`config.mk`:
```
export PLATFORM = sky130hd
export DESIGN_NAME = splitWriteSeq
export DESIGN_NICKNAME = d
export VERILOG_FILES = /design/src/rtl/swsPkg.sv /design/src/rtl/swsDatapath.sv /design/src/rtl/swsControl.sv /design/src/rtl/splitWriteSeq.sv
export SDC_FILE = /design/constraint.sdc
export NUM_CORES = 1
export LEC_CHECK = 0
export ABC_AREA = 1
export BUFFER_PORTS_ARGS = -buffer_cell sky130_fd_sc_hd__buf_4
export CORE_ASPECT_RATIO = 0.75
export CORE_MARGIN = 2
export CORE_UTILIZATION = 49
export CTS_CLUSTER_DIAMETER = 40
export DETAILED_ROUTE_END_ITERATION = 7
export PLACE_DENSITY_LB_ADDON = 0.2
export SETUP_SLACK_MARGIN = 0.1
export SYNTH_ARGS = -nofsm -noshare
export SYNTH_HDL_FRONTEND = slang
export SYNTH_SLANG_ARGS = --single-unit
export TNS_END_PERCENT = 50
```
`constraint.sdc`:
```
create_clock -name clk -period 1.8 [get_ports clk]
set_input_delay 0.18 -clock clk [delete_from_list [all_inputs] [get_ports clk]]
set_output_delay 0.18 -clock clk [all_outputs]
set_load 0.02 [all_outputs]
```
`src/rtl/swsPkg.sv`:
```
package swsPkg;
  localparam int BUS_W = 16;
  localparam int OP_W  = 2 * BUS_W;

  localparam logic [1:0] SZ_LONG = 2'b00;
  localparam logic [1:0] SZ_BYTE = 2'b01;
  localparam logic [1:0] SZ_WORD = 2'b10;

  typedef struct packed {
    logic loadReq;
    logic loadRst;
    logic advance;
    logic captureFault;
  } ctlStrobeT;

  function automatic logic isMisaligned(input logic [1:0] sz, input logic a0);
    return (sz != SZ_BYTE) && a0;
  endfunction
endpackage

```
`src/rtl/swsDatapath.sv`:
```
module swsDatapath
  import swsPkg::*;
#(
  parameter int ADDR_W = 24,
  parameter int FC_W   = 3
) (
  input  logic              clk,
  input  logic              rstN,
  input  ctlStrobeT         ctl,
  input  logic [ADDR_W-1:0] reqAddr,
  input  logic [1:0]        reqSize,
  input  logic [FC_W-1:0]   reqFc,
  input  logic [OP_W-1:0]   reqData,
  input  logic [ADDR_W-1:0] rstoAddr,
  input  logic [1:0]        rstoSize,
  input  logic              rstoLong,
  input  logic              rstoRw,
  input  logic [FC_W-1:0]   rstoFc,
  input  logic [OP_W-1:0]   rstoData,
  output logic              lastAccess,
  output logic              reqMis,
  output logic              rstoMis,
  output logic [ADDR_W-1:0] busAddr,
  output logic [1:0]        busSize,
  output logic              busRw,
  output logic [FC_W-1:0]   busFc,
  output logic [BUS_W-1:0]  busData,
  output logic              laneHi,
  output logic              laneLo,
  output logic              faultStrobe,
  output logic [ADDR_W-1:0] fltAddr,
  output logic [1:0]        fltSize,
  output logic              fltLong,
  output logic              fltRw,
  output logic [FC_W-1:0]   fltFc,
  output logic              fltRerun
);
  localparam logic [ADDR_W-1:0] HALF_STEP = ADDR_W'(BUS_W / 8);

  logic [ADDR_W-1:0] curAddr;
  logic [1:0]        curSize;
  logic              curRw;
  logic [FC_W-1:0]   curFc;
  logic [OP_W-1:0]   dataBuf;
  logic              curSecond;

  // Access register: loaded from a request or a restore, stepped between halves
  always_ff @(posedge clk or negedge rstN) begin
    if (!rstN) begin
      curAddr   <= '0;
      curSize   <= SZ_BYTE;
      curRw     <= 1'b0;
      curFc     <= '0;
      dataBuf   <= '0;
      curSecond <= 1'b0;
    end else if (ctl.loadReq) begin
      curAddr   <= reqAddr;
      curSize   <= reqSize;
      curRw     <= 1'b0;
      curFc     <= reqFc;
      dataBuf   <= reqData;
      curSecond <= 1'b0;
    end else if (ctl.loadRst) begin
      curAddr   <= rstoAddr;
      curSize   <= rstoSize;
      curRw     <= rstoRw;
      curFc     <= rstoFc;
      dataBuf   <= rstoData;
      curSecond <= rstoLong;
    end else if (ctl.advance) begin
      curAddr   <= curAddr + HALF_STEP;
      curSize   <= SZ_WORD;
      curSecond <= 1'b1;
    end
  end

  // Fault record: frozen on a bus error, strobe registered with it
  always_ff @(posedge clk or negedge rstN) begin
    if (!rstN) begin
      faultStrobe <= 1'b0;
      fltAddr     <= '0;
      fltSize     <= SZ_BYTE;
      fltLong     <= 1'b0;
      fltRw       <= 1'b0;
      fltFc       <= '0;
      fltRerun    <= 1'b0;
    end else begin
      faultStrobe <= ctl.captureFault;
      if (ctl.captureFault) begin
        fltAddr  <= curAddr;
        fltSize  <= curSize;
        fltLong  <= curSecond;
        fltRw    <= curRw;
        fltFc    <= curFc;
        fltRerun <= 1'b1;
      end
    end
  end

  always_comb begin
    unique case (curSize)
      SZ_LONG: busData = dataBuf[OP_W-1:BUS_W];
      SZ_BYTE: busData = {2{dataBuf[7:0]}};
      default: busData = dataBuf[BUS_W-1:0];
    endcase
    laneHi = (curSize == SZ_BYTE) ? ~curAddr[0] : 1'b1;
    laneLo = (curSize == SZ_BYTE) ?  curAddr[0] : 1'b1;
  end

  assign lastAccess = (curSize != SZ_LONG);
  assign reqMis     = isMisaligned(reqSize, reqAddr[0]);
  assign rstoMis    = isMisaligned(rstoSize, rstoAddr[0]);
  assign busAddr    = curAddr;
  assign busSize    = curSize;
  assign busRw      = curRw;
  assign busFc      = curFc;
endmodule

```
`src/rtl/swsControl.sv`:
```
module swsControl
  import swsPkg::*;
(
  input  logic      clk,
  input  logic      rstN,
  input  logic      reqValid,
  input  logic      reqMis,
  input  logic      rstoValid,
  input  logic      rstoRerun,
  input  logic      rstoMis,
  input  logic      busAck,
  input  logic      busErr,
  input  logic      lastAccess,
  output ctlStrobeT ctl,
  output logic      busReq,
  output logic      busy,
  output logic      misalignErr
);
  typedef enum logic {ST_IDLE, ST_ACCESS} seqStateT;

  seqStateT state, stateNext;
  logic     idle;
  logic     rejectNow;

  assign idle = (state == ST_IDLE);

  always_comb begin
    ctl       = '0;
    stateNext = state;
    rejectNow = 1'b0;
    if (idle) begin
      if (rstoValid) begin
        // restore owns the slot; only the rerun flag decides on a cycle
        if (rstoRerun) begin
          if (rstoMis) begin
            rejectNow = 1'b1;
          end else begin
            ctl.loadRst = 1'b1;
            stateNext   = ST_ACCESS;
          end
        end
      end else if (reqValid) begin
        if (reqMis) begin
          rejectNow = 1'b1;
        end else begin
          ctl.loadReq = 1'b1;
          stateNext   = ST_ACCESS;
        end
      end
    end else begin
      if (busErr) begin
        ctl.captureFault = 1'b1;
        stateNext        = ST_IDLE;
      end else if (busAck) begin
        if (lastAccess) begin
          stateNext = ST_IDLE;
        end else begin
          ctl.advance = 1'b1;
        end
      end
    end
  end

  always_ff @(posedge clk or negedge rstN) begin
    if (!rstN) begin
      state       <= ST_IDLE;
      misalignErr <= 1'b0;
    end else begin
      state       <= stateNext;
      misalignErr <= rejectNow;
    end
  end

  assign busReq = ~idle;
  assign busy   = ~idle;
endmodule

```
`src/rtl/splitWriteSeq.sv`:
```
module splitWriteSeq
  import swsPkg::*;
#(
  parameter int ADDR_W = 24,
  parameter int FC_W   = 3
) (
  input  logic              clk,
  input  logic              rstN,
  input  logic              reqValid,
  input  logic [ADDR_W-1:0] reqAddr,
  input  logic [1:0]        reqSize,
  input  logic [FC_W-1:0]   reqFc,
  input  logic [31:0]       reqData,
  output logic              busy,
  output logic              misalignErr,
  input  logic              rstoValid,
  input  logic [ADDR_W-1:0] rstoAddr,
  input  logic [1:0]        rstoSize,
  input  logic              rstoLong,
  input  logic              rstoRw,
  input  logic [FC_W-1:0]   rstoFc,
  input  logic              rstoRerun,
  input  logic [31:0]       rstoData,
  output logic              busReq,
  output logic [ADDR_W-1:0] busAddr,
  output logic [1:0]        busSize,
  output logic              busRw,
  output logic [FC_W-1:0]   busFc,
  output logic [15:0]       busData,
  output logic              laneHi,
  output logic              laneLo,
  input  logic              busAck,
  input  logic              busErr,
  output logic              faultStrobe,
  output logic [ADDR_W-1:0] fltAddr,
  output logic [1:0]        fltSize,
  output logic              fltLong,
  output logic              fltRw,
  output logic [FC_W-1:0]   fltFc,
  output logic              fltRerun
);
  ctlStrobeT ctl;
  logic      lastAccess;
  logic      reqMis;
  logic      rstoMis;

  swsControl u_ctrl (
    .clk        (clk),
    .rstN       (rstN),
    .reqValid   (reqValid),
    .reqMis     (reqMis),
    .rstoValid  (rstoValid),
    .rstoRerun  (rstoRerun),
    .rstoMis    (rstoMis),
    .busAck     (busAck),
    .busErr     (busErr),
    .lastAccess (lastAccess),
    .ctl        (ctl),
    .busReq     (busReq),
    .busy       (busy),
    .misalignErr(misalignErr)
  );

  swsDatapath #(.ADDR_W(ADDR_W), .FC_W(FC_W)) u_dp (
    .clk        (clk),
    .rstN       (rstN),
    .ctl        (ctl),
    .reqAddr    (reqAddr),
    .reqSize    (reqSize),
    .reqFc      (reqFc),
    .reqData    (reqData),
    .rstoAddr   (rstoAddr),
    .rstoSize   (rstoSize),
    .rstoLong   (rstoLong),
    .rstoRw     (rstoRw),
    .rstoFc     (rstoFc),
    .rstoData   (rstoData),
    .lastAccess (lastAccess),
    .reqMis     (reqMis),
    .rstoMis    (rstoMis),
    .busAddr    (busAddr),
    .busSize    (busSize),
    .busRw      (busRw),
    .busFc      (busFc),
    .busData    (busData),
    .laneHi     (laneHi),
    .laneLo     (laneLo),
    .faultStrobe(faultStrobe),
    .fltAddr    (fltAddr),
    .fltSize    (fltSize),
    .fltLong    (fltLong),
    .fltRw      (fltRw),
    .fltFc      (fltFc),
    .fltRerun   (fltRerun)
  );
endmodule

```
* Word-level counts from Yosys, hierarchy flattened
Cells that the tools add are included.
** Word-level totals
- Input port bits :: 131
- Output and inout port bits :: 84
- Bits in registers :: 98
- Word-level logic and storage cells :: 66
** Cells by class
- Multiplexer cells :: 40
- Add/subtract/negate cells :: 1
- Equality and inequality tests :: 3
- Reductions and logical operators :: 6
- Bitwise logic cells :: 1
** Operators by type and width (number)
- two-way mux 24 bit :: 3
- two-way mux 32 bit :: 2
- case mux 16 bit (2 select lines) :: 1
- two-way mux 1 bit :: 27
- adder 24 x 2 -> 24 bit (second input constant) :: 1
- two-way mux 2 bit :: 5
- two-way mux 3 bit :: 2
- != test 2 x 1 -> 1 bit (second input constant) :: 2
- nonzero test 2 bit :: 2
- nonzero test 3 bit :: 1
- equality test 2 x 1 -> 1 bit (second input constant) :: 1
- logical AND 1 bit :: 2
- zero test 2 bit :: 1
- NOT 1 bit :: 1

* Longest topological paths before layout
- Depth after elaboration :: 8
- Gate-level depth with buffers :: 11
- Mapped depth without buffers :: 11

* Hierarchy
Synthesis repeated with hierarchy kept, for this count alone.
** Second synthesis, totals
- Cells, all modules :: 655
- Area, all modules :: 5171.2 µm²
** By module, submodules not included
- swsDatapath :: times used 1, area an instance 5008.6 µm², cells each 627, seq. area each 2404.8 µm²
- swsControl :: times used 1, area an instance 162.7 µm², cells each 28, seq. area each 50.0 µm²

* Worst setup path after synthesis
Ideal clock, no wire load.
- Path type :: flip-flop to flip-flop
- From :: register u_dp.curAddr[2] (netlist: u_dp.busAddr[2])
- To :: register u_dp.curAddr[11] (netlist: u_dp.busAddr[11])
- Arrival time :: 1.496 ns
- Cell stages (with the launch flop) :: 11
- Clock period less this slack :: 1.617 ns
- Path slack :: 0.183 ns
- Data required time :: 1.680 ns
- Buffers on the path :: 0
- Setup time :: 0.120 ns
- Cells stage by stage :: dfrtp_1 -> ha_1 -> nand3_2 -> nor2_4 -> nand2_2 -> nor2_2 -> nand2_1 -> nand2_1 -> nor2_1 -> o21ai_1 -> nand2_1
** Between the ends
- Longest elaborated chain between the ends :: 4
** Ends and longest elaborated chain
- start, declared :: line swsDatapath.sv:40 : logic [ADDR_W-1:0] curAddr;
- start signal, assigned :: line swsDatapath.sv:57 : curAddr <= reqAddr;
- start signal, assigned :: line swsDatapath.sv:64 : curAddr <= rstoAddr;
- start signal, assigned :: line swsDatapath.sv:71 : curAddr <= curAddr + HALF_STEP;
- adder 24 x 2 -> 24 bit :: line swsDatapath.sv:71
- two-way mux 24 bit :: line swsDatapath.sv:70 : end else if (ctl.advance) begin
- two-way mux 24 bit :: line swsDatapath.sv:63 : end else if (ctl.loadRst) begin
- two-way mux 24 bit :: line swsDatapath.sv:56 : end else if (ctl.loadReq) begin
Every way passes these cells. The select of a mux whose other input is x is not followed.
A chain may end at the register's enable or synchronous reset.

* Worst setup path in the final report
- From :: register u_dp.curSize[0] (netlist: u_dp.busSize[0])
- To :: output busData[9]
** Between the ends
- Longest elaborated chain between the ends :: 2
- Elaborated cells on any way between the ends :: 3
- Those cells by class :: eq/ne (1); mux (1); reduce/logical (1)
** Ends and longest elaborated chain
- start, declared :: line swsDatapath.sv:41 : logic [1:0] curSize;
- start signal, assigned :: line swsDatapath.sv:58 : curSize <= reqSize;
- start signal, assigned :: line swsDatapath.sv:65 : curSize <= rstoSize;
- equality test 2 x 1 -> 1 bit / zero test 2 bit (equally long branches) :: line swsDatapath.sv:101 : unique case (curSize)
- case mux 16 bit (2 select lines) (*) :: line swsDatapath.sv:101
- end, declared :: line splitWriteSeq.sv:29 : output logic [15:0] busData,
Mark *: on every way between the ends. The rest lies on a longest branch, timed or not.

==> results.tsv <==
stage	metric	value	unit
logic_synthesis	post-synthesis sequential area ratio	45.6	%
timing	fin crit share	98.0	%
timing	Worst Slack Setup Final	0.0359	ns
detailed_routing	Residual DRC	0	
clock_network	clk_lat worst skew	0.34	ns
timing	Final Setup Violations	0	
power_and_ir_drop	Worst VDD drop	0.829	mV
run_status	status	complete, no violations	
clock_network	CTS tree	yes	
global_routing	vias in the first global route	5270	
detailed_routing	Initial DRC Count	495	
logic_synthesis	top cells by instance count after synthesis	nand2_1 (215), o21ai_0 (100), dfrtp_1 (96), inv_1 (78), nor2_1 (62)	
floorplan	site row count	33	
layout	fin cells	1103	
floorplan	die span in y	94.7	um
flow_run	Max Cap Viol	0	
layout	Ant. Diodes	0	
global_routing	grt ovf	0	
detailed_routing	First-pass DRT Iterations	5	
critical_path	CP Class	reg -> out	
placed_design	Post-Place Cell Area	7200	um^2
clock_network	CTS Buf Count	9	
placed_design	pre-CTS setup slack	0.161	ns
layout	Area Overhead vs Synth	42.2	%
floorplan	Die X	125	um
floorplan	Initial Utilization	49.7	%
floorplan	Ports	215	
logic_synthesis	Unique masters post-synth	34	
detailed_routing	drt via density	5.25	
logic_synthesis	Yosys warnings	0	
logic_synthesis	number of flops mapped to enable cells by yosys	0	
timing	unrepaired setup endpoints after global routing	true	
timing	final-report max-slew violation count	0	
timing	Worst-Margin Slew	0.518	ns
clock_network	CTS Buffer Depth	2	
critical_path	arrival time at the worst endpoint	1.58	ns
critical_path	CP Max Fanout	4	
floorplan	core area	10800	um^2
placed_design	placed instance count	1079	
layout	layout cells sized above 1	30.1	%
placed_design	DP HPWL	12100	um
timing	Worst Skew	0.00610	ns
clock_network	H-Tree Depth	3	
hold_path	worst min-delay path class	in -> reg	
global_routing	maximum number of pins on one net before global-route repair	99	
critical_path	Startpoint Class	flip-flop	
timing	min Tclk post-route	1.76	ns
detailed_routing	drt wl/cell	15.2	um
placed_design	gp weighted congestion	0.900	
logic_synthesis	Synth area leader	dfrtp_1	
logic_synthesis	ys async rst share	100	%
power_and_ir_drop	Lkg Pwr	3.92	nW
detailed_routing	Detailed Route WL	16800	um
critical_path	crit end category	output port	
critical_path	Crit path required time	1.62	ns
logic_synthesis	top post-synthesis cells by area	dfrtp_1 (45%), nand2_1 (15%), o21ai_0 (9.3%)	
global_routing	global-route usage over all layers	28.1	%
placed_design	IO Port Bufs	214	
detailed_routing	post-route ant nets	0	
logic_synthesis	Cell Area, Synth	5380	um^2
power_and_ir_drop	Power Density	1410	nW/um^2
detailed_routing	DR vias	5787	
logic_synthesis	Yosys top cell area share	44.7	%
timing	slew margin rel.	65.5	%
timing	final hold vios	0	
global_routing	initial antenna violation count	0	
layout	fin nets	1091	
timing	Max Clock Freq	567	MHz
logic_synthesis	Most used DFF post-synth	dfrtp_1	
logic_synthesis	Avg Inst Size Synth	7.28	um^2
global_routing	first-pass GRT wire length	26300	um
clock_network	CTS clk-pin slew, worst paths	0.07	ns
logic_synthesis	Mapped Cells	739	
logic_synthesis	FF+latch count, synth	98	
floorplan	die area	11800	um^2
logic_synthesis	syn nets	871	
logic_synthesis	cell with the most instances after synthesis	nand2_1	
layout	final core utilization	70.7	%
clock_network	clock sinks	98	
layout	final instance area	7640	um^2
clock_network	CTS root buf	clkbuf_16	
-- critical path, cell delays in order (launching register included) --
cell and delay [ns]:
dfstp_2 0.57, inv_2 0.07, nor2_4 0.14, buf_4 0.16, nand2_1 0.07, o211ai_1 0.08, buf_4 0.17
-- cell families after synthesis --
group	Yosys count	synth area share, %
AO/OA/AOI/OAI	169	17.0
XOR/XNOR	6	0.977
adder cells (fa/ha/maj)	1	0.233
buffers and inverters	128	10.1
flip-flops	98	45.6
AND/OR/NAND/NOR	337	26.0
-- power breakdown --
| part | leakage (nW) | total, mW | switching [mW] | internal (mW) |
|---|---|---|---|---|
| Sequential | 1.22 | 3.82 | 0.769 | 3.05 |
| Combinational | 2.57 | 5.01 | 2.90 | 2.11 |
| Clock | 0.134 | 1.94 | 0.826 | 1.11 |
| Total | 3.92 | 10.8 | 4.50 | 6.27 |
-- path summary, 6_finish.rpt --
check	start	end	slack, ns	cells past startpoint
max	u_dp.busSize[0]$_DFFE_PN1P_	busData[9]	0.04	6
min	rstoRw	u_dp.busRw$_DFFE_PN0P_	0.06	3
max reg2reg	u_dp.busAddr[4]$_DFFE_PN0P_	u_dp.busAddr[10]$_DFFE_PN0P_	0.18	8
min reg2reg	u_dp.fltRerun$_DFFE_PN0P_	u_dp.fltRerun$_DFFE_PN0P_	0.48	1
max in group asynchronous	rstN	u_ctrl.busReq$_DFF_PN0_	0.95	3
min in group asynchronous	rstN	u_dp.fltAddr[0]$_DFFE_PN0P_	0.44	3
-- timing repair --
item	4_1_cts	5_1_grt
gates resized for setup	7	25
cloned	0	1
pin swaps	0	5
endpoints found under the setup margin	16	66
hold endpoints to repair	96	0
hold buffers	1	0
setup buffers	1	6
-- registers in the layout (all words and copies together), names as in the netlist, 2 cells and up --
signal and flops:
u_dp.busAddr 24, u_dp.busFc 3, u_dp.busSize 2, u_dp.dataBuf 32, u_dp.fltAddr 24, u_dp.fltFc 3, u_dp.fltSize 2
-- cell usage in the layout, fill, tap and decap left out, types with 2 or more instances in the layout --
| cell | synthesis | routed |
|---|---|---|
| dfrtp_2 | 0 | 3 |
| inv_2 | 3 | 3 |
| o21ai_0 | 100 | 95 |
| nand4_1 | 3 | 3 |
| a21oi_1 | 3 | 3 |
| o21bai_1 | 2 | 2 |
| xor2_1 | 6 | 6 |
| nor3_1 | 4 | 4 |
| dfstp_2 | 2 | 2 |
| buf_8 | 0 | 3 |
| nor2_4 | 3 | 5 |
| inv_4 | 1 | 2 |
| nand2_1 | 215 | 212 |
| nand2_4 | 2 | 2 |
| o211ai_1 | 12 | 12 |
| nor3_2 | 2 | 2 |
| buf_4 | 2 | 235 |
| o21ai_1 | 29 | 34 |
| inv_1 | 78 | 77 |
| nor2_2 | 2 | 2 |
| clkinv_1 | 9 | 8 |
| nand3_1 | 38 | 38 |
| nand2_2 | 3 | 5 |
| clkinvlp_4 | 0 | 3 |
| o22ai_1 | 22 | 22 |
| buf_6 | 4 | 2 |
| nor2_1 | 62 | 60 |
| buf_12 | 0 | 5 |
| dfrtp_1 | 96 | 93 |
| clkbuf_16 | 0 | 9 |
-- stage by stage --
step / hold WS, ns / power (mW) / setup TNS (ns)
final: 0.0621 / 10.8 / 0
after global routing: 0.0639 / 11.4 / -0.0650
after CTS: 0.0574 / 10.6 / 0
after detailed placement: 0.285 / 8.65 / 0
after global placement: 0.281 / 8.57 / 0
after floorplan: -0.116 / 6.38 / 0
-- routing by layer --
layer	part of all wire [%]	global-route usage (%)	routed length, um
met4	1.5	7.13	256
met5	0	0	0
met3	8.9	6.69	1490
met2	45	44.3	7600
met1	44	39.5	7460
-- area by class of cell --
cell class	instances	area (um^2)
multi-input cells	513	2430
repair buffers	246	1940
clock buffers	11	243
fillers	943	3170
flip-flops and latches	98	2460
well taps	140	175
inverters	91	348
clock inverters	4	52.6
(Power assumes the default switching activity.)
